**src/rtl/bkpt_pkg.sv**
```systemverilog
package bkpt_pkg;

    typedef struct packed {
        logic [3:0] kind;
        logic [3:0] link_idx;
        logic [2:0] scope;
        logic       half_hi;
        logic       half_lo;
        logic [1:0] level;
        logic       en;
    } bp_ctrl_t;

    typedef enum logic [1:0] {
        BASE_ADDR = 2'b00,
        BASE_CTX  = 2'b01,
        BASE_VMID = 2'b10,
        BASE_BOTH = 2'b11
    } bp_base_e;

    typedef struct packed {
        logic     legal;
        logic     linked;
        logic     mism;
        bp_base_e base;
    } bp_kind_t;

    function automatic bp_kind_t decode_kind(input logic [3:0] k);
        bp_kind_t d;
        d.linked = k[0];
        d.mism   = k[2];
        d.base   = bp_base_e'({k[3], k[1]});
        case (k)
            4'b0000, 4'b0001, 4'b0010, 4'b0011, 4'b0100,
            4'b0101, 4'b1000, 4'b1001, 4'b1010, 4'b1011: d.legal = 1'b1;
            default:                                      d.legal = 1'b0;
        endcase
        return d;
    endfunction

    function automatic bp_ctrl_t ctrl_unpack(input logic [31:0] w);
        bp_ctrl_t c;
        c.kind     = w[23:20];
        c.link_idx = w[19:16];
        c.scope    = w[15:13];
        c.half_hi  = w[7];
        c.half_lo  = w[5];
        c.level    = w[2:1];
        c.en       = w[0];
        return c;
    endfunction

    function automatic logic [31:0] ctrl_pack(input bp_ctrl_t c);
        logic [31:0] w;
        w        = '0;
        w[23:20] = c.kind;
        w[19:16] = c.link_idx;
        w[15:13] = c.scope;
        w[8]     = c.half_hi;
        w[7]     = c.half_hi;
        w[6]     = c.half_lo;
        w[5]     = c.half_lo;
        w[2:1]   = c.level;
        w[0]     = c.en;
        return w;
    endfunction

endpackage

```
**src/rtl/bkpt_regfile.sv**
```systemverilog
module bkpt_regfile
    import bkpt_pkg::*;
#(
    parameter int NUM_PAIRS = 6,
    parameter int VAL_W     = 64,
    parameter int IDX_W     = 3
) (
    input  logic                              clk,
    input  logic                              wr_en,
    input  logic                              sel_val,
    input  logic [IDX_W-1:0]                  idx,
    input  logic [VAL_W-1:0]                  wdata,
    output logic [VAL_W-1:0]                  rdata,
    output bp_ctrl_t [NUM_PAIRS-1:0]          ctrl_o,
    output logic [NUM_PAIRS-1:0][VAL_W-1:0]   val_o
);

    typedef struct packed {
        bp_ctrl_t [NUM_PAIRS-1:0]        ctrl;
        logic [NUM_PAIRS-1:0][VAL_W-1:0] val;
    } bank_t;

    bank_t bank_d, bank_q;

    // Next-state and read mux; slots past NUM_PAIRS read zero and take no write.
    always_comb begin
        bank_d = bank_q;
        rdata  = '0;
        for (int p = 0; p < NUM_PAIRS; p++) begin
            if (wr_en && int'(idx) == p) begin
                if (sel_val) begin
                    bank_d.val[p] = wdata;
                end else begin
                    bank_d.ctrl[p] = ctrl_unpack(wdata[31:0]);
                end
            end
            if (int'(idx) == p) begin
                rdata = sel_val ? bank_q.val[p] : VAL_W'(ctrl_pack(bank_q.ctrl[p]));
            end
        end
    end

    // Slot contents carry no reset: software programs every slot before use.
    always_ff @(posedge clk) begin
        bank_q <= bank_d;
    end

    assign ctrl_o = bank_q.ctrl;
    assign val_o  = bank_q.val;

endmodule

```
**src/rtl/bkpt_pair_cmp.sv**
```systemverilog
module bkpt_pair_cmp
    import bkpt_pkg::*;
#(
    parameter int PC_W   = 48,
    parameter int VAL_W  = 64,
    parameter int CTX_W  = 32,
    parameter int VMID_W = 8
) (
    input  bp_ctrl_t          ctrl,
    input  logic [VAL_W-1:0]  val,
    input  logic [PC_W-1:0]   pc,
    input  logic [CTX_W-1:0]  ctxid,
    input  logic [VMID_W-1:0] vmid,
    output bp_kind_t          kind,
    output logic              addr_eq,
    output logic              ctx_eq
);

    logic word_eq, half_ok, ctxid_eq, vmid_eq;
    logic unused_bits;

    assign unused_bits = ^{pc[0], val[VAL_W-1:PC_W], ctrl.scope, ctrl.level, ctrl.en, ctrl.link_idx};

    always_comb begin
        kind     = decode_kind(ctrl.kind);
        word_eq  = (pc[PC_W-1:2] == val[PC_W-1:2]);
        half_ok  = pc[1] ? ctrl.half_hi : ctrl.half_lo;
        addr_eq  = word_eq & half_ok;
        ctxid_eq = (ctxid == val[CTX_W-1:0]);
        vmid_eq  = (vmid == val[CTX_W +: VMID_W]);
        case (kind.base)
            BASE_CTX:  ctx_eq = ctxid_eq;
            BASE_VMID: ctx_eq = vmid_eq;
            BASE_BOTH: ctx_eq = ctxid_eq & vmid_eq;
            default:   ctx_eq = 1'b0;
        endcase
    end

endmodule

```
**src/rtl/bkpt_match_unit.sv**
```systemverilog
module bkpt_match_unit
    import bkpt_pkg::*;
#(
    parameter int NUM_PAIRS = 6,
    parameter int PC_W      = 48,
    parameter int VAL_W     = 64,
    parameter int CTX_W     = 32,
    parameter int VMID_W    = 8,
    localparam int IDX_W    = $clog2(NUM_PAIRS)
) (
    input  logic                 clk,
    input  logic                 rst_n,
    input  logic                 reg_wr,
    input  logic                 reg_sel_val,
    input  logic [IDX_W-1:0]     reg_idx,
    input  logic [VAL_W-1:0]     reg_wdata,
    output logic [VAL_W-1:0]     reg_rdata,
    input  logic                 fetch_valid,
    input  logic [PC_W-1:0]      fetch_pc,
    input  logic [CTX_W-1:0]     fetch_ctxid,
    input  logic [VMID_W-1:0]    fetch_vmid,
    output logic [NUM_PAIRS-1:0] hit_vec,
    output logic                 bkpt_event
);

    typedef struct packed {
        logic [NUM_PAIRS-1:0] hits;
        logic                 evt;
    } out_t;

    bp_ctrl_t [NUM_PAIRS-1:0]        ctrl_q;
    logic [NUM_PAIRS-1:0][VAL_W-1:0] val_q;
    bp_kind_t [NUM_PAIRS-1:0]        kind;
    logic [NUM_PAIRS-1:0]            addr_eq, ctx_eq, tgt_ok, link_ok, cand;
    out_t                            out_d, out_q;

    bkpt_regfile #(
        .NUM_PAIRS (NUM_PAIRS),
        .VAL_W     (VAL_W),
        .IDX_W     (IDX_W)
    ) u_regs (
        .clk     (clk),
        .wr_en   (reg_wr),
        .sel_val (reg_sel_val),
        .idx     (reg_idx),
        .wdata   (reg_wdata),
        .rdata   (reg_rdata),
        .ctrl_o  (ctrl_q),
        .val_o   (val_q)
    );

    for (genvar g = 0; g < NUM_PAIRS; g++) begin : g_pair
        bkpt_pair_cmp #(
            .PC_W   (PC_W),
            .VAL_W  (VAL_W),
            .CTX_W  (CTX_W),
            .VMID_W (VMID_W)
        ) u_cmp (
            .ctrl    (ctrl_q[g]),
            .val     (val_q[g]),
            .pc      (fetch_pc),
            .ctxid   (fetch_ctxid),
            .vmid    (fetch_vmid),
            .kind    (kind[g]),
            .addr_eq (addr_eq[g]),
            .ctx_eq  (ctx_eq[g])
        );

        // a cleared enable bit keeps the slot silent
        a_r4_disabled_quiet: assert property (@(posedge clk) disable iff (!rst_n)
            (fetch_valid && !ctrl_q[g].en) |=> !hit_vec[g])
            else $error("slot %0d hit while disabled", g);

        // linked context types only serve as link targets
        a_r9_linked_ctx_quiet: assert property (@(posedge clk) disable iff (!rst_n)
            (fetch_valid && ctrl_q[g].kind[0] && (ctrl_q[g].kind[3] || ctrl_q[g].kind[1]))
            |=> !hit_vec[g])
            else $error("slot %0d linked context type hit on its own", g);

        // mismatch combined with a context base is reserved
        a_r10_reserved_quiet: assert property (@(posedge clk) disable iff (!rst_n)
            (fetch_valid && ctrl_q[g].kind[2] && (ctrl_q[g].kind[3] || ctrl_q[g].kind[1]))
            |=> !hit_vec[g])
            else $error("slot %0d reserved type hit", g);
    end

    // Link resolution and per-slot hit candidates.
    always_comb begin
        for (int j = 0; j < NUM_PAIRS; j++) begin
            tgt_ok[j] = ctrl_q[j].en & kind[j].legal & kind[j].linked
                      & (kind[j].base != BASE_ADDR) & ctx_eq[j];
        end
        for (int i = 0; i < NUM_PAIRS; i++) begin
            link_ok[i] = 1'b0;
            for (int j = 0; j < NUM_PAIRS; j++) begin
                if (int'(ctrl_q[i].link_idx) == j) begin
                    link_ok[i] = tgt_ok[j];
                end
            end
            if (kind[i].base == BASE_ADDR) begin
                cand[i] = ctrl_q[i].en & kind[i].legal & (addr_eq[i] ^ kind[i].mism)
                        & (~kind[i].linked | link_ok[i]);
            end else begin
                cand[i] = ctrl_q[i].en & kind[i].legal & ~kind[i].linked & ctx_eq[i];
            end
        end
    end

    always_comb begin
        out_d      = out_q;
        out_d.hits = fetch_valid ? cand : '0;
        out_d.evt  = fetch_valid & (|cand);
    end

    always_ff @(posedge clk) begin
        if (!rst_n) begin
            out_q <= '0;
        end else begin
            out_q <= out_d;
        end
    end

    assign hit_vec    = out_q.hits;
    assign bkpt_event = out_q.evt;

    // an idle fetch cycle clears every hit
    a_r11_idle_clear: assert property (@(posedge clk) disable iff (!rst_n)
        !fetch_valid |=> (hit_vec == '0))
        else $error("hit without a valid fetch");

    // the event agrees with the hit vector
    a_r12_event_matches: assert property (@(posedge clk) disable iff (!rst_n)
        bkpt_event == (hit_vec != '0))
        else $error("event disagrees with hit vector");

endmodule

```
**config.mk**
```make
export PLATFORM = sky130hd
export DESIGN_NAME = bkpt_match_unit
export DESIGN_NICKNAME = d
export VERILOG_FILES = /design/src/rtl/bkpt_pkg.sv /design/src/rtl/bkpt_regfile.sv /design/src/rtl/bkpt_pair_cmp.sv /design/src/rtl/bkpt_match_unit.sv
export SDC_FILE = /design/constraint.sdc
export NUM_CORES = 1
export LEC_CHECK = 0
export ABC_AREA = 0
export BUFFER_PORTS_ARGS = -buffer_cell sky130_fd_sc_hd__buf_2
export CAP_MARGIN = 5
export CORE_MARGIN = 2
export CORE_UTILIZATION = 40
export DETAILED_ROUTE_END_ITERATION = 6
export SETUP_SLACK_MARGIN = 0.02
export SYNTH_ARGS = -nofsm -noshare
export SYNTH_HDL_FRONTEND = slang
export SYNTH_SLANG_ARGS = --single-unit
```
**constraint.sdc**
```tcl
create_clock -name clk -period 13.55 [get_ports clk]
set_clock_uncertainty 0.15 [all_clocks]
set_input_delay 2.71 -clock clk [delete_from_list [all_inputs] [get_ports clk]]
set_output_delay 2.71 -clock clk [all_outputs]
set_load 0.05 [all_outputs]
```
# [Yosys cells after proc, flatten, opt, wreduce, memory -nomap -nowiden]
# Memory sizes are Yosys's and may differ from the RTL's. A register that Yosys moved wholly into a read port is not among the register bits.
# Index checks and enable logic that the tools add are counted.
[word_totals] romBits=96 regBits=487 wordCells=318 memories=6 output_inout_bits=71
[classes] bitwise_logic=80 eq_ne=71 mux=72 reduce_logical=39
[memory_table] name="(name not given)" words=16 width=1 rd=1 rd_ports_with_merged_regs=1 wr=0 line_no="bkpt_pkg.sv:32" text="case (k)"
[memory_table] name="(name not given)" words=16 width=1 rd=1 rd_ports_with_merged_regs=1 wr=0 line_no="bkpt_pkg.sv:32"
[memory_table] name="(name not given)" words=16 width=1 rd=1 rd_ports_with_merged_regs=1 wr=0 line_no="bkpt_pkg.sv:32"
[memory_table] name="(name not given)" words=16 width=1 rd=1 rd_ports_with_merged_regs=1 wr=0 line_no="bkpt_pkg.sv:32"
[memory_table] name="(name not given)" words=16 width=1 rd=1 rd_ports_with_merged_regs=1 wr=0 line_no="bkpt_pkg.sv:32"
[memory_table] name="(name not given)" words=16 width=1 rd=1 rd_ports_with_merged_regs=1 wr=0 line_no="bkpt_pkg.sv:32"
[ops] op="$mux 64" n=12
[ops] op="$eq 46x46->1" n=6
[ops] op="$eq 32x32->1" n=6
[ops] op="$and 1x1->1" n=61
[ops] op="$eq 4x3->1 const B" n=12
[ops] op="$eq 4x4->1 const B" n=12
[ops] op="$eq 8x8->1" n=6
[ops] op="$mux 1" n=48
[ops] op="$reduce_and 2->1" n=13
[ops] op="$eq 2x2->1 const B" n=12
[ops] op="$eq 4x2->1 const B" n=6
[ops] op="$logic_not 4->1" n=6
[ops] op="$mux 4" n=6
[ops] op="$pmux 1 s3" n=6
[ops] op="$eq 2x1->1 const B" n=6
[ops] op="$eq 3x3->1 const B" n=4
[ops] op="$logic_not 2->1" n=6
[ops] op="$reduce_bool 2->1" n=6
[ops] op="$not 1->1" n=7
[ops] op="$logic_and 1x1->1" n=6
[ops] op="$or 1x1->1" n=6
[ops] op="$reduce_or 6->1" n=1
[ops] op="$xor 1x1->1" n=6
[ops] op="$eq 3x2->1 const B" n=1
[ops] op="$logic_not 3->1" n=1

# [Logic depth before layout (Yosys ltp)]
[logic_depth] depth_word=15 ltp_mapped=11 ltp_nobuf=9

# [Modules after synthesis]
# Synthesis repeated with hierarchy kept, for this count alone.
[hier_totals] hier_cells=1915 hier_area_um2=25585.8
[modules_own_cells] module="bkpt_regfile" cells_each=1040 instances=1 area_each_um2=18606.6 seq_area_each_um2=14413.8
[modules_own_cells] module="bkpt_pair_cmp" cells_each=124 instances=6 area_each_um2=998.5 seq_area_each_um2=0.0
[modules_own_cells] module="bkpt_match_unit" cells_each=131 instances=1 area_each_um2=988.4 seq_area_each_um2=140.1

# [Worst setup path before layout]
# No wires, ideal clock.
[synth_path] path_kind="input to output" start="in reg_sel_val" end="out reg_rdata[5]" setup_slack_ps=5759 path_stages=6 t_arrival_ps=4931 path_buffers=4 path_cell_list="clkbuf_1 buf_1 clkbuf_1 clkbuf_1 a21oi_1 o221ai_1"
[synth_via] elab_chain_cells=7 elab_cells_between_ends=12
[synth_rtl] element="from (decl)" line_no="bkpt_match_unit.sv:14" text="input logic reg_sel_val,"
[synth_rtl] element="$mux 64" line_no="bkpt_regfile.sv:38" text="rdata = sel_val ? bank_q.val[p] : VAL_W'(ctrl_pack(bank_q.ctrl[p]));"
[synth_rtl] element="$mux 64 (5 in series)" line_no="bkpt_regfile.sv:37" text="if (int'(idx) == p) begin"
[synth_rtl] element="$mux 64 (*)" line_no="bkpt_regfile.sv:37"
[synth_rtl] element="to (decl)" line_no="bkpt_match_unit.sv:17" text="output logic [VAL_W-1:0] reg_rdata,"
# Mark *: on every way between the ends. The rest lies on a longest branch, timed or not.

# [Final worst setup path]
[layout_path] start="in reg_idx[0]" end="out reg_rdata[21]"
[layout_via] elab_chain_cells=7 elab_cells_between_ends=12
[layout_rtl] element="from (decl)" line_no="bkpt_match_unit.sv:15" text="input logic [IDX_W-1:0] reg_idx,"
[layout_rtl] element="$logic_not 3->1" line_no="bkpt_regfile.sv:37"
[layout_rtl] element="$mux 64 (5 in series)" line_no="bkpt_regfile.sv:37"
[layout_rtl] element="$mux 64 (*)" line_no="bkpt_regfile.sv:37"
# Marks and branches as above.

==> key figures <==
Status
  – Status: complete, but fails checks
  – Failing checks: DRC

Final layout
  – Share of cells above drive strength 1: 0.201
  – Post-layout nets: 2,294
  – # fillers: 5,865
  – Most common cell after layout, fill and taps aside: edfxtp_1
  – Area delta synth->final: 13.8%
  – Final core area utilization: 0.460
  – Most frequent cells in the layout: edfxtp_1 (480), xor2_1 (477), buf_2 (227), nor4_1 (119), mux2i_1 (98)

Floorplan
  – Die area: 67,200 sq um
  – Starting Density: 0.404
  – Total core area: 64,500 sq um
  – Top Ports: 231
  – Die H: 259 um
  – Cell Rows: 93
  – DIE WIDTH: 259 um

Placed design
  – Final GP Congestion: 0.998
  – Post-DP HPWL: 81,900 um
  – Pre-CTS WS: 4810 ps
  – # port buffers: 229

Power
  – Worst VDD drop: 0.117 mV
  – Pint: 2.73 mW
  – Switch share: 0.261
  – Combinational power share: 0.122
  – Flop pwr share: 0.470
  – Static leakage: 10.6 nW
  – Pwr per Cell Area: 124 nW/um^2
  – Sw Pwr: 0.964 mW
  – Clk pwr share: 0.408

Clock network
  – Post-CTS Setup Inserts: 0
  – Worst-path clk slew: 60 ps
  – Hold Buf Count CTS: 0
  – Root cell of the clock tree: clkbuf_16
  – CTS Sinks: 493
  – Worst-Skew Late Latency: 610 ps
  – H-tree levels: 2
  – Post-CTS Resized: 0
  – CTS max path bufs: 3
  – CTS Buf Count: 54
  – CTS tree: built

Synth
  – Syn Nets: 2,131
  – Top_reg_cell synth: edfxtp_1
  – Synth unique cells: 51
  – Top cells by area, synth: edfxtp_1 (55%), xor2_1 (16%), mux4_2 (4.0%), mux2i_1 (3.8%), nor4_1 (2.9%)
  – Netlist Area Pre-Place: 26,000 sq um
  – Synth Area per Inst: 13.2 sq um
  – Cells after Synth: 1,971
  – Seq/Total Area, Yosys: 0.563
  – Synth top area share: 0.553
  – Synth area leader: edfxtp_1
  – Synth Warn #: 0
  – Yosys reg bits: 493
  – Async S/R FF share, synth: 0
  – Post-synth EDFFs: 480

Setup path
  – Crit path kind: in2out
  – Worst r2r path cells: 9
  – WP data arrival: 5920 ps
  – RR Startpoint: u_regs.val_o[133]
  – Worst Path Required: 10,690 ps
  – Worst R2R End: bkpt_event
  – CP Launch Type: primary input
  – Worst Setup End Kind: primary output
  – Register-to-Register Setup Slack: 9210 ps
  – Crit Path Max Fanout: 38

Min path
  – Min-Delay Startpoint: u_regs.ctrl_o[14]
  – Hold EP: g_pair[0].u_cmp.kind[4]
  – WHS Path Cells: 2
  – Hold Path Class: reg2reg

Timing
  – Worst slew margin: 0.129
  – Period utilization: 0.648
  – Setup TNS: 0 ps
  – Hold Worst Slack: 528 ps
  – Least-Margin Pin Slew: 1290 ps
  – Setup violators final: 0
  – Slew Viols, Final: 0
  – Final Hold Vio Count: 0
  – RSZ-0062 raised after global routing: false
  – Min Clock Period, post-route: 8780 ps
  – Setup WS post-layout: 4770 ps
  – FMAX: 114 MHz

Detailed routing
  – Vias: 18,000
  – Final WL: 107,000 um
  – DRT iter0 DRCs: 2,093
  – DRC viols: 3
  – Routed len/inst: 35.4 um
  – TritonRoute pass-1 iters: 7
  – Routed Antenna Nets: 0
  – Vias per inst: 5.92

GRT
  – Grt total ovfl: 0
  – First-pass GRT wire length: 145,000 um
  – Largest net degree at the start of global routing: 100
  – Initial antenna violation count: 15
  – Number of global-route vias before repair: 17,600
  – Total track usage: 0.316

Run
  – Max_cap viols: 0
## layer usage
metal	GRT usage	up-vias	wire, um
met3	0.0541	157	8540
met2	0.504	866	49500
met1	0.449	9290	46200
met5	0	-	120
li1	-	7660	-
met4	0.0773	18	3050
## cell type report
type | count | area, sq um | area share
Sequential cell | 493 | 14700 | 0.495
Tap cell | 855 | 1070 | 0.0361
Antenna cell | 6 | 15.0 | 0.000507
Timing Repair Buffer | 255 | 1350 | 0.0457
Clock buffer | 61 | 1400 | 0.0472
Clock inverter | 37 | 387 | 0.0130
Multi-Input combinational cell | 1281 | 10600 | 0.356
Inverter | 49 | 184 | 0.00620
## registers in the layout (all words and copies together), names as in the netlist
name	count
hit_vec	6
u_regs.ctrl_o	96
u_regs.val_o	384
g_pair.u_cmp.kind	6
bkpt_event	1
## through the flow
step	power (mW)	cells	cell area [sq um]
3_3_place_gp	2.20	2933	27800
5_1_grt	3.77	3034	29600
2_1_floorplan	2.02	1971	26000
4_1_cts	3.70	3031	29600
3_5_place_dp	2.20	2933	27800
6_report	3.69	3037	29600
## power groups by stage
stage	Combinational, mW	Sequential [mW]	Clock [mW]
after floorplan	0.262	1.76	0
after global placement	0.437	1.77	0
after detailed placement	0.439	1.77	0
after CTS	0.441	1.73	1.52
after global routing	0.463	1.74	1.58
final	0.450	1.73	1.51
## critical path, stage by stage
cell and delay (ps):
buf_6 390, buf_4 670, buf_4 600, and2_1 220
buf_4 390, a221oi_1 100, a21oi_1 330, buf_2 340
## cells in the mapped netlist (2+ instances only)
library cell and instances:
edfxtp_1 480, xor2_1 477, nor4_1 119, mux2i_1 98, clkbuf_1 82, o22ai_1 71, nor2_1 53, nand4_1 50
inv_1 49, and2_1 48, mux2_2 47, mux4_2 46, xnor2_1 45, buf_2 41, a21oi_1 36, nand2_1 32
nor3_1 20, o21ai_0 20, o221ai_1 18, nand3_1 16, a221oi_1 14, buf_1 14, nor2b_1 14, dfxtp_1 13
nand2b_1 12, buf_6 7, nand4b_1 5, buf_4 4, nand3b_1 4, o211ai_1 4, a31oi_1 3, nor3b_1 3
o31ai_1 3, a211oi_1 2, and3_1 2, o31a_1 2, o32ai_1 2, or3b_2 2
## cells by family (layout without fill, tap and decap cells)
logic type             Yosys count  after routing  synth area share
AO/OA/AOI/OAI                  184            184            0.0466
XOR/XNOR                       522            522             0.176
buffers and inverters          197            402            0.0330
flip-flops                     493            493             0.563
multiplexers                   191            191            0.0978
other                            0              6                 0
AND/OR/NAND/NOR                384            384            0.0837
## worst max path at each step
stage,from,endpoint,slack [ps],depth (start not counted)
6_report,reg_idx[0],reg_rdata[21],4770,8
3_5_place_dp,reg_idx[0],reg_rdata[21],4810,8
3_3_place_gp,reg_idx[0],reg_rdata[21],4830,8
4_1_cts,reg_idx[0],reg_rdata[21],4800,8
2_1_floorplan,reg_sel_val,reg_rdata[5],5760,6
5_1_grt,reg_idx[0],reg_rdata[21],4650,8
Power figures use the tool's default switching activity.
